`src/rtl/fps_pkg.sv`:
```
package fps_pkg;
    localparam int WORD_W = 64;
    localparam int LEN_W  = 32;
    localparam int NXT_W  = 29;

    localparam logic [7:0] OFF_LOC  = 8'h18;
    localparam logic [7:0] OFF_SIZE = 8'h20;
    localparam logic [7:0] OFF_PRM  = 8'h28;

    typedef enum logic [1:0] {
        ST_IDLE,
        ST_WLOC,
        ST_WSIZE,
        ST_WPRM
    } scan_st_e;
endpackage

```
`src/rtl/fps_rd_port.sv`:
```
module fps_rd_port #(
    parameter int AW = 32
) (
    input  logic          clk,
    input  logic          rst_n,
    input  logic          issue_i,
    input  logic [AW-1:0] issue_addr_i,
    input  logic          rd_valid_i,
    output logic          rd_req_o,
    output logic [AW-1:0] rd_addr_o
);
    typedef struct packed {
        logic          req;
        logic          pend;
        logic [AW-1:0] addr;
    } port_t;

    port_t p_d, p_q;

    always_comb begin
        p_d      = p_q;
        p_d.req  = issue_i;
        p_d.pend = issue_i | (p_q.pend & ~rd_valid_i);
        if (issue_i) p_d.addr = issue_addr_i;
    end

    always_ff @(posedge clk) begin
        if (!rst_n) p_q <= '0;
        else        p_q <= p_d;
    end

    assign rd_req_o  = p_q.req;
    assign rd_addr_o = p_q.addr;

    // a read still waiting for its data blocks any new request
    assert_single_outstanding_R1: assert property (@(posedge clk) disable iff (!rst_n)
        (p_q.pend && !rd_valid_i) |-> !issue_i);
endmodule

```
`src/rtl/fps_loc_decode.sv`:
```
module fps_loc_decode #(
    parameter int AW = 32
) (
    input  logic [AW-1:0] hdr_i,
    input  logic [63:0]   loc_word_i,
    input  logic [63:0]   size_word_i,
    output logic          abs_o,
    output logic [AW-1:0] addr_o,
    output logic [31:0]   size_o,
    output logic          has_prm_o,
    output logic [14:0]   group_o,
    output logic [15:0]   inst_o
);
    logic [63:0] ptr;

    always_comb begin
        ptr       = {loc_word_i[63:1], 1'b0};
        abs_o     = loc_word_i[0];
        addr_o    = abs_o ? ptr[AW-1:0] : hdr_i + ptr[AW-1:0];
        size_o    = size_word_i[63:32];
        has_prm_o = size_word_i[31];
        group_o   = size_word_i[30:16];
        inst_o    = size_word_i[15:0];
    end
endmodule

```
`src/rtl/fps_prm_decode.sv`:
```
module fps_prm_decode #(
    parameter int AW = 32
) (
    input  logic [AW-1:0]              cur_i,
    input  logic [fps_pkg::NXT_W-1:0]  nxt_i,
    input  logic                       eop_i,
    output logic [AW-1:0]              data_addr_o,
    output logic [AW-1:0]              next_addr_o,
    output logic [fps_pkg::LEN_W-1:0]  len_o,
    output logic                       bad_o
);
    import fps_pkg::*;

    logic [LEN_W-1:0] step;

    always_comb begin
        step        = {nxt_i, 3'b000};
        data_addr_o = cur_i + AW'(8);
        next_addr_o = cur_i + step[AW-1:0];
        len_o       = (nxt_i == '0) ? '0 : {nxt_i - NXT_W'(1), 3'b000};
        bad_o       = (nxt_i == '0) && !eop_i;
    end
endmodule

```
`src/rtl/fps_scanner.sv`:
```
module fps_scanner #(
    parameter int AW = 32
) (
    input  logic          clk,
    input  logic          rst_n,
    input  logic          start_i,
    input  logic [AW-1:0] hdr_addr_i,
    output logic          busy_o,
    output logic          rd_req_o,
    output logic [AW-1:0] rd_addr_o,
    input  logic          rd_valid_i,
    input  logic [63:0]   rd_data_i,
    output logic          reg_vld_o,
    output logic          reg_abs_o,
    output logic [AW-1:0] reg_addr_o,
    output logic [31:0]   reg_size_o,
    output logic          reg_has_prm_o,
    output logic [14:0]   reg_group_o,
    output logic [15:0]   reg_inst_o,
    output logic          prm_vld_o,
    output logic [15:0]   prm_id_o,
    output logic [15:0]   prm_ver_o,
    output logic [AW-1:0] prm_addr_o,
    output logic [31:0]   prm_len_o,
    output logic          done_o,
    output logic          err_o
);
    import fps_pkg::*;

    typedef struct packed {
        scan_st_e      st;
        logic          busy;
        logic [AW-1:0] hdr;
        logic [AW-1:0] cur;
        logic          reg_vld;
        logic          reg_abs;
        logic [AW-1:0] reg_addr;
        logic [31:0]   reg_size;
        logic          reg_has_prm;
        logic [14:0]   reg_group;
        logic [15:0]   reg_inst;
        logic          prm_vld;
        logic [15:0]   prm_id;
        logic [15:0]   prm_ver;
        logic [AW-1:0] prm_addr;
        logic [31:0]   prm_len;
        logic          done;
        logic          err;
    } scan_t;

    scan_t s_d, s_q;

    logic          issue;
    logic [AW-1:0] issue_addr;

    logic          loc_abs, loc_has_prm;
    logic [AW-1:0] loc_addr;
    logic [31:0]   loc_size;
    logic [14:0]   loc_group;
    logic [15:0]   loc_inst;

    logic [AW-1:0]    pd_data_addr, pd_next_addr;
    logic [LEN_W-1:0] pd_len;
    logic             pd_bad;

    fps_rd_port #(.AW(AW)) u_port (
        .clk          (clk),
        .rst_n        (rst_n),
        .issue_i      (issue),
        .issue_addr_i (issue_addr),
        .rd_valid_i   (rd_valid_i),
        .rd_req_o     (rd_req_o),
        .rd_addr_o    (rd_addr_o)
    );

    // the pointer word is latched into reg_abs/reg_addr before the size word arrives
    fps_loc_decode #(.AW(AW)) u_loc (
        .hdr_i       (s_q.hdr),
        .loc_word_i  (rd_data_i),
        .size_word_i (rd_data_i),
        .abs_o       (loc_abs),
        .addr_o      (loc_addr),
        .size_o      (loc_size),
        .has_prm_o   (loc_has_prm),
        .group_o     (loc_group),
        .inst_o      (loc_inst)
    );

    fps_prm_decode #(.AW(AW)) u_prm (
        .cur_i       (s_q.cur),
        .nxt_i       (rd_data_i[63:35]),
        .eop_i       (rd_data_i[32]),
        .data_addr_o (pd_data_addr),
        .next_addr_o (pd_next_addr),
        .len_o       (pd_len),
        .bad_o       (pd_bad)
    );

    always_comb begin
        s_d         = s_q;
        s_d.reg_vld = 1'b0;
        s_d.prm_vld = 1'b0;
        s_d.done    = 1'b0;
        s_d.err     = 1'b0;
        issue       = 1'b0;
        issue_addr  = '0;

        unique case (s_q.st)
            ST_IDLE: begin
                if (start_i) begin
                    s_d.hdr    = hdr_addr_i;
                    s_d.busy   = 1'b1;
                    s_d.st     = ST_WLOC;
                    issue      = 1'b1;
                    issue_addr = hdr_addr_i + AW'(OFF_LOC);
                end
            end
            ST_WLOC: begin
                if (rd_valid_i) begin
                    s_d.reg_abs  = loc_abs;
                    s_d.reg_addr = loc_addr;
                    s_d.st       = ST_WSIZE;
                    issue        = 1'b1;
                    issue_addr   = s_q.hdr + AW'(OFF_SIZE);
                end
            end
            ST_WSIZE: begin
                if (rd_valid_i) begin
                    s_d.reg_vld     = 1'b1;
                    s_d.reg_size    = loc_size;
                    s_d.reg_has_prm = loc_has_prm;
                    s_d.reg_group   = loc_group;
                    s_d.reg_inst    = loc_inst;
                    if (loc_has_prm) begin
                        s_d.cur    = s_q.hdr + AW'(OFF_PRM);
                        s_d.st     = ST_WPRM;
                        issue      = 1'b1;
                        issue_addr = s_q.hdr + AW'(OFF_PRM);
                    end else begin
                        s_d.done = 1'b1;
                        s_d.busy = 1'b0;
                        s_d.st   = ST_IDLE;
                    end
                end
            end
            ST_WPRM: begin
                if (rd_valid_i) begin
                    if (pd_bad) begin
                        s_d.err  = 1'b1;
                        s_d.done = 1'b1;
                        s_d.busy = 1'b0;
                        s_d.st   = ST_IDLE;
                    end else begin
                        s_d.prm_vld  = 1'b1;
                        s_d.prm_id   = rd_data_i[15:0];
                        s_d.prm_ver  = rd_data_i[31:16];
                        s_d.prm_addr = pd_data_addr;
                        s_d.prm_len  = pd_len;
                        if (rd_data_i[32]) begin
                            s_d.done = 1'b1;
                            s_d.busy = 1'b0;
                            s_d.st   = ST_IDLE;
                        end else begin
                            s_d.cur    = pd_next_addr;
                            issue      = 1'b1;
                            issue_addr = pd_next_addr;
                        end
                    end
                end
            end
            default: s_d.st = ST_IDLE;
        endcase
    end

    always_ff @(posedge clk) begin
        if (!rst_n) begin
            s_q    <= '0;
            s_q.st <= ST_IDLE;
        end else begin
            s_q <= s_d;
        end
    end

    assign busy_o        = s_q.busy;
    assign reg_vld_o     = s_q.reg_vld;
    assign reg_abs_o     = s_q.reg_abs;
    assign reg_addr_o    = s_q.reg_addr;
    assign reg_size_o    = s_q.reg_size;
    assign reg_has_prm_o = s_q.reg_has_prm;
    assign reg_group_o   = s_q.reg_group;
    assign reg_inst_o    = s_q.reg_inst;
    assign prm_vld_o     = s_q.prm_vld;
    assign prm_id_o      = s_q.prm_id;
    assign prm_ver_o     = s_q.prm_ver;
    assign prm_addr_o    = s_q.prm_addr;
    assign prm_len_o     = s_q.prm_len;
    assign done_o        = s_q.done;
    assign err_o         = s_q.err;

    assert_flagless_ends_R5: assert property (@(posedge clk) disable iff (!rst_n)
        (reg_vld_o && !reg_has_prm_o) |-> (done_o && !prm_vld_o));

    assert_record_in_scan_R6: assert property (@(posedge clk) disable iff (!rst_n)
        prm_vld_o |-> $past(busy_o));

    assert_broken_link_R10: assert property (@(posedge clk) disable iff (!rst_n)
        err_o |-> (done_o && !prm_vld_o));

    assert_busy_drops_R12: assert property (@(posedge clk) disable iff (!rst_n)
        done_o |-> !busy_o);

    assert_start_held_off_R11: assert property (@(posedge clk) disable iff (!rst_n)
        (busy_o && start_i) |=> (s_q.hdr == $past(s_q.hdr)));
endmodule

```
`config.mk`:
```
export PLATFORM = sky130hd
export DESIGN_NAME = fps_scanner
export DESIGN_NICKNAME = d
export VERILOG_FILES = /design/src/rtl/fps_pkg.sv /design/src/rtl/fps_rd_port.sv /design/src/rtl/fps_loc_decode.sv /design/src/rtl/fps_prm_decode.sv /design/src/rtl/fps_scanner.sv
export SDC_FILE = /design/constraint.sdc
export NUM_CORES = 1
export LEC_CHECK = 0
export BUFFER_PORTS_ARGS = -buffer_cell sky130_fd_sc_hd__buf_2
export CORE_MARGIN = 1.5
export CORE_UTILIZATION = 55
export CTS_CLUSTER_DIAMETER = 60
export DETAILED_ROUTE_END_ITERATION = 8
export PLACE_DENSITY = 0.79
export REMOVE_ABC_BUFFERS = 1
export SLEW_MARGIN = 20
export SYNTH_ARGS = -nofsm -noshare
export SYNTH_HDL_FRONTEND = slang
export SYNTH_SLANG_ARGS = --single-unit
```
`constraint.sdc`:
```
create_clock -name clk -period 3.5 [get_ports clk]
set_input_delay 0.35 -clock clk [delete_from_list [all_inputs] [get_ports clk]]
set_output_delay 0.35 -clock clk [all_outputs]
set_load 0.005 [all_outputs]
```
# Word level (Yosys, flattened, before mapping)
# Cells that the tools add are included.
# W data, S select, Z words.
# word_totals
elab_cells	97
latchBits	0
output_inout_bits	231
ramBits	0
rom_bits	0
in_bits	100
regBits	297
mem_count	0
# classes
bitwise	1
div	0
n_eq_ne	12
shifts	0
reduce_logical	15
n_mul	0
addsub	7
muxes	42
n_lt_le_gt_ge	0
# op_table
cell	count
$mux W32	13
$pmux W32 S4	1
$mux W97	1
$add A32 B32 Y32	2
$add A32 B6 Y32 const B	2
$pmux W32 S2	1
$mux W35	1
$mux W33	1
$add A32 B4 Y32 const B	1
$add A32 B5 Y32 const B	1
$logic_not A29 Y1	1
$sub A29 B1 Y29 const B	1
$ne A2 B2 Y1 const B	8
$mux W1	13
$mux W3	4
$reduce_and A6 Y1	2
$pmux W2 S4	1
$reduce_and A2 Y1	4
$mux W2	3
$reduce_and A3 Y1	2
$reduce_and A5 Y1	1
$eq A2 B2 Y1 const B	2
$pmux W1 S4	1
$ne A3 B3 Y1 const B	1
9 further kinds	9

# Logic depth before layout (Yosys ltp)
# Gate-level depths: netlist of run 1.
# logic_depth
depth_word	5
depth_mapped	13
mapped_depth_nobuf	12

# Modules after synthesis
# A second synthesis of run 1 with hierarchy kept.
# hier_totals
cells_unflattened	2626
area_unflattened_um2	20225.6
# by_module_without_submodules
mod	seq_area_each_um2	area_per_inst_um2	cells_each	instances
fps_scanner	5285.1	13900.8	1778	1
fps_prm_decode	0.0	2662.6	394	1
fps_loc_decode	0.0	2392.3	349	1
fps_rd_port	660.6	1270.0	105	1

# Least setup slack after synthesis of run 1
# OpenSTA, ideal clock, no wires.
# synth_path
path_kind	reg-to-reg
start	register s_q[214] (netlist bit)
end	register u_port.p_q, in the netlist u_port.rd_addr_o[28]
arrival_time_ns	2.694
slack_ns	0.748
required_time_ns	3.442
setup_ns	0.058
stages_incl_launch_ff	12
path_buffers	1
period_less_slack_ns	2.752
path_cell_list	dfxtp_1 ha_1 clkbuf_1 a2111oi_0 o21ai_0 o21ai_0 nand3_1 o31ai_1 o21ai_0 a31oi_1 mux2i_1 o221a_2
# synth_between
elab_chain_cells	5
# synth_rtl
item	line_no	rtl
start, declared	fps_scanner.sv:51	scan_t s_d, s_q;
$add A32 B32 Y32	fps_prm_decode.sv:19	next_addr_o = cur_i + step[AW-1:0];
$mux W32	fps_scanner.sv:159	if (rd_data_i[32]) begin
$mux W32	fps_scanner.sv:148	if (pd_bad) begin
$mux W32	fps_scanner.sv:147	if (rd_valid_i) begin
$pmux W32 S4	fps_scanner.sv:108	unique case (s_q.st)
end signal, assigned	fps_rd_port.sv:29	else p_q <= p_d;
end, declared	fps_rd_port.sv:18	port_t p_d, p_q;
# No other way between the ends.
# A chain may end at the register's enable or synchronous reset.

# Worst setup path in the final report of run 1
# layout_path
start	register s_q[230] (netlist bit)
end	register s_q, in the netlist reg_addr_o[31]
# layout_between
elab_chain_cells	2
# layout_rtl
item	line_no	rtl
$add A32 B32 Y32	fps_loc_decode.sv:19	addr_o = abs_o ? ptr[AW-1:0] : hdr_i + ptr[AW-1:0];
$mux W32	fps_loc_decode.sv:19	
# No other way between the ends.

==> impl_metrics.ini, run 1 <==
[power]
switching_share_pct = 27.3
seqPwrFrac_pct = 39.6
power_density_nw_per_um2 = 458
ir_drop_uv = 354
switchingPower_mw = 2.50
power.share.clock_pct = 45.0
p_int_mw = 6.65
static-leakage-power_nw = 8.46
combPwrFrac_pct = 15.4

[timing]
slew_viol_final = 0
hold_violations = 0
fin_ws_ns = 0.181
max_slew_margin_pct = 28.6
min_period_ns = 3.32
clock_skew_ns = 0.0224
setup_viol_count_final = 0
clock.fmax_ghz = 0.301
worstMarginPinSlew_ns = 1.07
period_share_pct = 94.8
rsz0062_at_grt = no

[cts]
h-tree-depth = 2
clock_latency_ns = 0.52
ctsLongestPathBuffers = 3
cts_tree = done
cts_buffers = 35
post_cts_buffers = 0
cts.clk_slew.worst_paths_ns = 0.06
cts_sinks = 294
cts_root_buffer = clkbuf_16

[critical_path]
cp-start-kind = register
path_cells = ha_1, inv_1, fa_1, nor2b_1, o21ai_0, a21oi_1, o41a_1, a211o_1, a41oi_1, nor4b_1, mux2i_1, and3_1
r2r-start = s_q[230]
worst_path_max_delay_cell = nor4b_1
crit_path_max_fanout = 4
worstSetupPathType = reg2reg
worst_setup_path_end_kind = register
cp.required_ns = 3.95
startpoint = s_q[230]
slowest_delay_ns = 0.52
crit_family = compound AO/OA/AOI/OAI gates
crit_buf_inv = 1
critPathArrivalTime_ns = 3.77

[routing]
drt_iter0_markers = 1166
drc = 0
drtAntennaViolNets = 0
vias_per_cell = 5.84
wl_per_cell_um = 18.4
dr_total_vias = 17100
firstDrtPassIters = 5
wl_mm = 54.0

[run_status]
status = complete, no violations

[yosys]
seq_area_frac_synth_pct = 32.6
synth_edf_count = 0
ys_warn_count = 0
syn_inst = 2390
synth_async_sr_flop_share_pct = 0
netlist-cell-type-count = 78
synth_flop_cell = dfxtp_1
synth_area_um2 = 18100
synth-seq-cells = 294
avgSynthCellArea_um2 = 7.55

[global_route]
grt_pass1_vias = 16100
grt.overflow.total = 0
grt_max_degree = 92
antenna_found_initial = 12
track_usage_pct = 30.9
grt_pass1_wl_mm = 84.6

[run]
maxCapViolCount = 0

[hold_path]
hp-class = in2reg
hold_start = rd_data_i[34]

[floorplan]
coreArea_um2 = 32500
initial_core_util_pct = 55.6
die_area_um2 = 33900
die_x_um = 184
io_pins = 331
fp.dieH_um = 184
num_rows = 66

[layout]
layout_common_cells = nand2_1, buf_2, dfxtp_1
seq_area_um2 = 5890
layout_commonest_cell = nand2_1
multi_input_area_um2 = 10000
syn2layout_area_growth_pct = 10.6
nNetsFinal = 2624
fillers = 2997
drive_above_1_share_pct = 18.5
final_cells = 2934

[placed_design]
port_buffers = 327
dp.cells = 2863
gp_congestion = 0.951
place_ws_ns = 0.139
post-dp-hpwl_mm = 40.1
==> metrics by stage <==
stage | hold WS [ns] | utilization, % | cell area (um2) | power, mW | setup TNS (ns)
2_1_floorplan | 0.427 | - | 16000 | 4.49 | -326.90
3_3_place_gp | 0.438 | 57.4 | 18600 | 5.03 | 0
3_5_place_dp | 0.443 | 57.4 | 18600 | 5.07 | 0
4_1_cts | 0.0578 | 61.5 | 19900 | 9.17 | 0
5_1_grt | 0.0698 | 61.5 | 20000 | 9.48 | 0
6_report | 0.0827 | 61.5 | 20000 | 9.14 | 0
==> metal layers <==
metal	GRT usage (%)	vias up	share of wire, %
met1	38.9	8036	42
met5	0	-	0.12
met4	11.2	10	3.2
met3	5.57	117	7.6
met2	52.9	706	47
li1	-	8270	-
==> Yosys cell counts, drive strengths merged (10+ instances only) <==
cell type | count | area, um2
ha | 64 | 801
nor2 | 207 | 793
nand4 | 24 | 150
a21oi | 268 | 1340
a221oi | 29 | 292
xor2 | 73 | 639
buf | 216 | 1590
nor4 | 11 | 68.8
o21ai | 125 | 629
nand2 | 428 | 1610
nand3 | 48 | 240
o31ai | 10 | 75.1
and3 | 26 | 163
nor2b | 15 | 101
and2 | 15 | 96.3
inv | 29 | 109
o211ai | 22 | 165
xnor2 | 78 | 683
nor3 | 24 | 120
or3 | 14 | 87.6
a22oi | 35 | 263
a211oi | 43 | 323
clkbuf | 124 | 465
dfxtp | 294 | 5890
a31oi | 15 | 109
a21o | 34 | 255
nand2b | 12 | 75.1
==> repair_timing <==
action / 4_1_cts / 5_1_grt
hold buffers: 0 / 0
gates resized for setup: 0 / 1
endpoints found under the setup margin: 0 / 1
==> final timing paths <==
kind                                  endpoint  slack (ns)  cells after the start
worst max-delay path            reg_addr_o[31]        0.18                     12
worst min-delay path             reg_size_o[2]        0.08                      3
worst max register to register  reg_addr_o[31]        0.18                     12
worst min register to register  reg_size_o[25]        0.45                      2
==> flip-flops by register name (all words and copies together) (netlist names) <==
| signal | flops |
|---|---|
| busy_o | 1 |
| done_o | 1 |
| err_o | 1 |
| prm_addr_o | 32 |
| prm_id_o | 16 |
| prm_len_o | 29 |
| prm_ver_o | 16 |
| prm_vld_o | 1 |
| reg_abs_o | 1 |
| reg_addr_o | 32 |
| reg_group_o | 15 |
| reg_has_prm_o | 1 |
| reg_inst_o | 16 |
| reg_size_o | 32 |
| reg_vld_o | 1 |
| s_q | 66 |
| u_port.rd_addr_o | 32 |
| u_port.rd_req_o | 1 |
==> kinds of logic (layout without fill, tap and decap cells) <==
| kind of cell | after synthesis | in the layout | synth area share [%] |
|---|---|---|---|
| adders and majority gates | 66 | 66 | 4.66 |
| AOI/OAI and AO/OA | 652 | 652 | 22.5 |
| and+or+nand+nor | 847 | 847 | 20.4 |
| buffers and inverters | 370 | 462 | 12.0 |
| muxes | 9 | 9 | 0.499 |
| other | 1 | 11 | 0.0208 |
| DFF | 294 | 294 | 32.6 |
| xor gates and xnor gates | 151 | 151 | 7.33 |
==> power by group through the flow <==
stage	sequential, mW	clock, mW	combinational [mW]
2_1_floorplan	3.67	0	0.821
3_3_place_gp	3.68	0	1.35
3_5_place_dp	3.69	0	1.38
4_1_cts	3.62	4.16	1.39
5_1_grt	3.64	4.30	1.54
6_report	3.62	4.12	1.41
==> worst min-delay path, stage by stage <==
cell and delay [ns]:
buf_2 0.10, nand2_1 0.05, a21oi_1 0.06
==> cell type report <==
type                       instances  area share (%)
antenna                            8           0.100
clock buffer                      45            4.98
clock inverter                    18            1.62
inverter                          30           0.602
multi-input combinational       1728            50.3
sequential                       294            29.5
tap                              442            2.77
timing repair buffer             369            10.2
Power figures use the tool's default switching activity.
==> run 2: changes to the inputs <==
CORE_ASPECT_RATIO = 1.2   (was default)
==> run 2 against run 1 <==
Sequential share of layout area is 0.25 points higher; combinational power hardly changed; fmax grew 1.5%; global-route usage down 0.32 points; count of clock-buffer cells in the layout increased by 3; register-to-register slack better by 0.05 ns; first-iteration DRC count is 3.6% lower; via count down 1.4%; flip-flop and latch count is the same; critical path type unchanged; largest cell class unchanged.
==> impl_metrics.ini, run 2 (synthesis gave the netlist of run 1 again) <==
[run_status]
status = complete, no violations

[power]
combPwrFrac_pct = 15.7
power_density_nw_per_um2 = 445
seqPwrFrac_pct = 41.2
static-leakage-power_nw = 8.42
p_int_mw = 6.35
switchingPower_mw = 2.46
power.share.clock_pct = 43.1
switching_share_pct = 27.9
ir_drop_uv = 362

[timing]
setup_viol_count_final = 0
hold_violations = 0
worstMarginPinSlew_ns = 1.04
fin_ws_ns = 0.231
setup-tns-final_ns = 0
clock_skew_ns = 0.0166
max_slew_margin_pct = 30.7
clock.fmax_ghz = 0.306
slew_viol_final = 0
period_share_pct = 93.4
rsz0062_at_grt = no
min_period_ns = 3.27

[routing]
vias_per_cell = 5.84
firstDrtPassIters = 7
wl_mm = 53.2
dr_total_vias = 16900
wl_per_cell_um = 18.4
drt_iter0_markers = 1124
drc = 0
drtAntennaViolNets = 0

[layout]
layout_commonest_cell = nand2_1
stdcell_area_um2 = 19800
regMostFlops = s_q
drive_above_1_share_pct = 18.5
syn2layout_area_growth_pct = 9.70
largest_register_ff_count = 66
fin_util_pct = 61.4
layout_common_cells = nand2_1, buf_2, dfxtp_1
nNetsFinal = 2623

[cts]
h-tree-depth = 2
clock_latency_ns = 0.53
post_cts_resized = 0
cts.clk_slew.worst_paths_ns = 0.06
cts_sinks = 294
cts_buffers = 34
cts_root_buffer = clkbuf_16
ctsLongestPathBuffers = 3
cts-hold-fix-buffers = 0
cts_tree = done
post_cts_buffers = 0

[critical_path]
crit_path_max_fanout = 6
cp-start-kind = register
r2r-start = s_q[207]
path_cells = ha_1, a21oi_1, o21ai_0, or3_1, o21ai_0, a311oi_1, o21ai_0, xnor2_1, nor2_1, o221a_2
worstSetupPathType = reg2reg
startpoint = s_q[207]
worst_path_max_delay_cell = o21ai_0
slowest_delay_ns = 0.63
worst_setup_path_end_kind = register
critPathArrivalTime_ns = 3.68
cp.required_ns = 3.91
crit_top_cell = o21ai_0

[floorplan]
die_x_um = 168
initial_core_util_pct = 56.0
die_area_um2 = 33900
fp.dieH_um = 201
coreArea_um2 = 32300
io_pins = 331
num_rows = 72

[global_route]
grt_pass1_vias = 16300
grt_max_degree = 117
antenna_found_initial = 11
grt.overflow.total = 0
track_usage_pct = 30.6
grt_pass1_wl_mm = 84.6

[placed_design]
post-dp-hpwl_mm = 39.7
gp_congestion = 0.936
dpl_cell_area_um2 = 18600
place_ws_ns = 0.0987
port_buffers = 327

[hold_path]
hold_start = rd_data_i[33]
hp-class = in2reg

[run]
maxCapViolCount = 0
-- run 2: cell types whose count changed in the layout (fill, tap and decap cells not counted), moves of 2 or more --
cell	delta
diode_2	-5
clkbuf_8	+2
clkinv_2	+2
bufinv_16	-5
-- run 2: path summary, 6_finish.rpt --
path,end,slack [ns],depth (start not counted)
worst max register to register,u_port.rd_addr_o[31],0.23,10
worst min register to register,reg_size_o[29],0.45,2
worst min-delay path,reg_size_o[1],0.05,3
worst max-delay path,u_port.rd_addr_o[31],0.23,10
-- run 2: power groups by stage --
stage	clock network (mW)	registers, mW	logic (mW)
after floorplan	0	3.67	0.821
after global placement	0	3.69	1.33
after detailed placement	0	3.70	1.36
after CTS	3.86	3.63	1.37
after global routing	3.98	3.65	1.52
final	3.80	3.63	1.38
-- run 2: final cells by class --
type,count,area (um2)
fill,2934,12400
multi-input combinational,1728,10000
sequential,294,5890
timing repair buffer,369,2010
clock buffer,48,1050
tap,407,509
clock inverter,14,174
inverter,30,120
antenna,3,7.51
-- run 2: per-layer routing --
metal  track usage, %  up-vias  share of wire, %
met5                0        -              0.19
li1                 -     8255                 -
met1             36.6     7883                41
met4             12.5       16               3.6
met2             54.3      617                49
met3             5.06      122               6.0
-- run 2: worst max-delay path: cells and delay by family (launching register included) --
kind                       cells  cell delay, ns
xor gates and xnor gates       1            0.15
DFF                            1            0.42
and+or+nand+nor                2            0.44
AOI/OAI and AO/OA              6            1.78
adders and majority gates      1            0.34
-- run 2: per-stage QoR --
step	hold slack (ns)	cells	total power [mW]
2_1_floorplan	0.427	2052	4.49
3_3_place_gp	0.438	2828	5.02
3_5_place_dp	0.443	2828	5.06
4_1_cts	0.0413	2890	8.85
5_1_grt	0.0666	2893	9.15
6_report	0.0544	2893	8.81
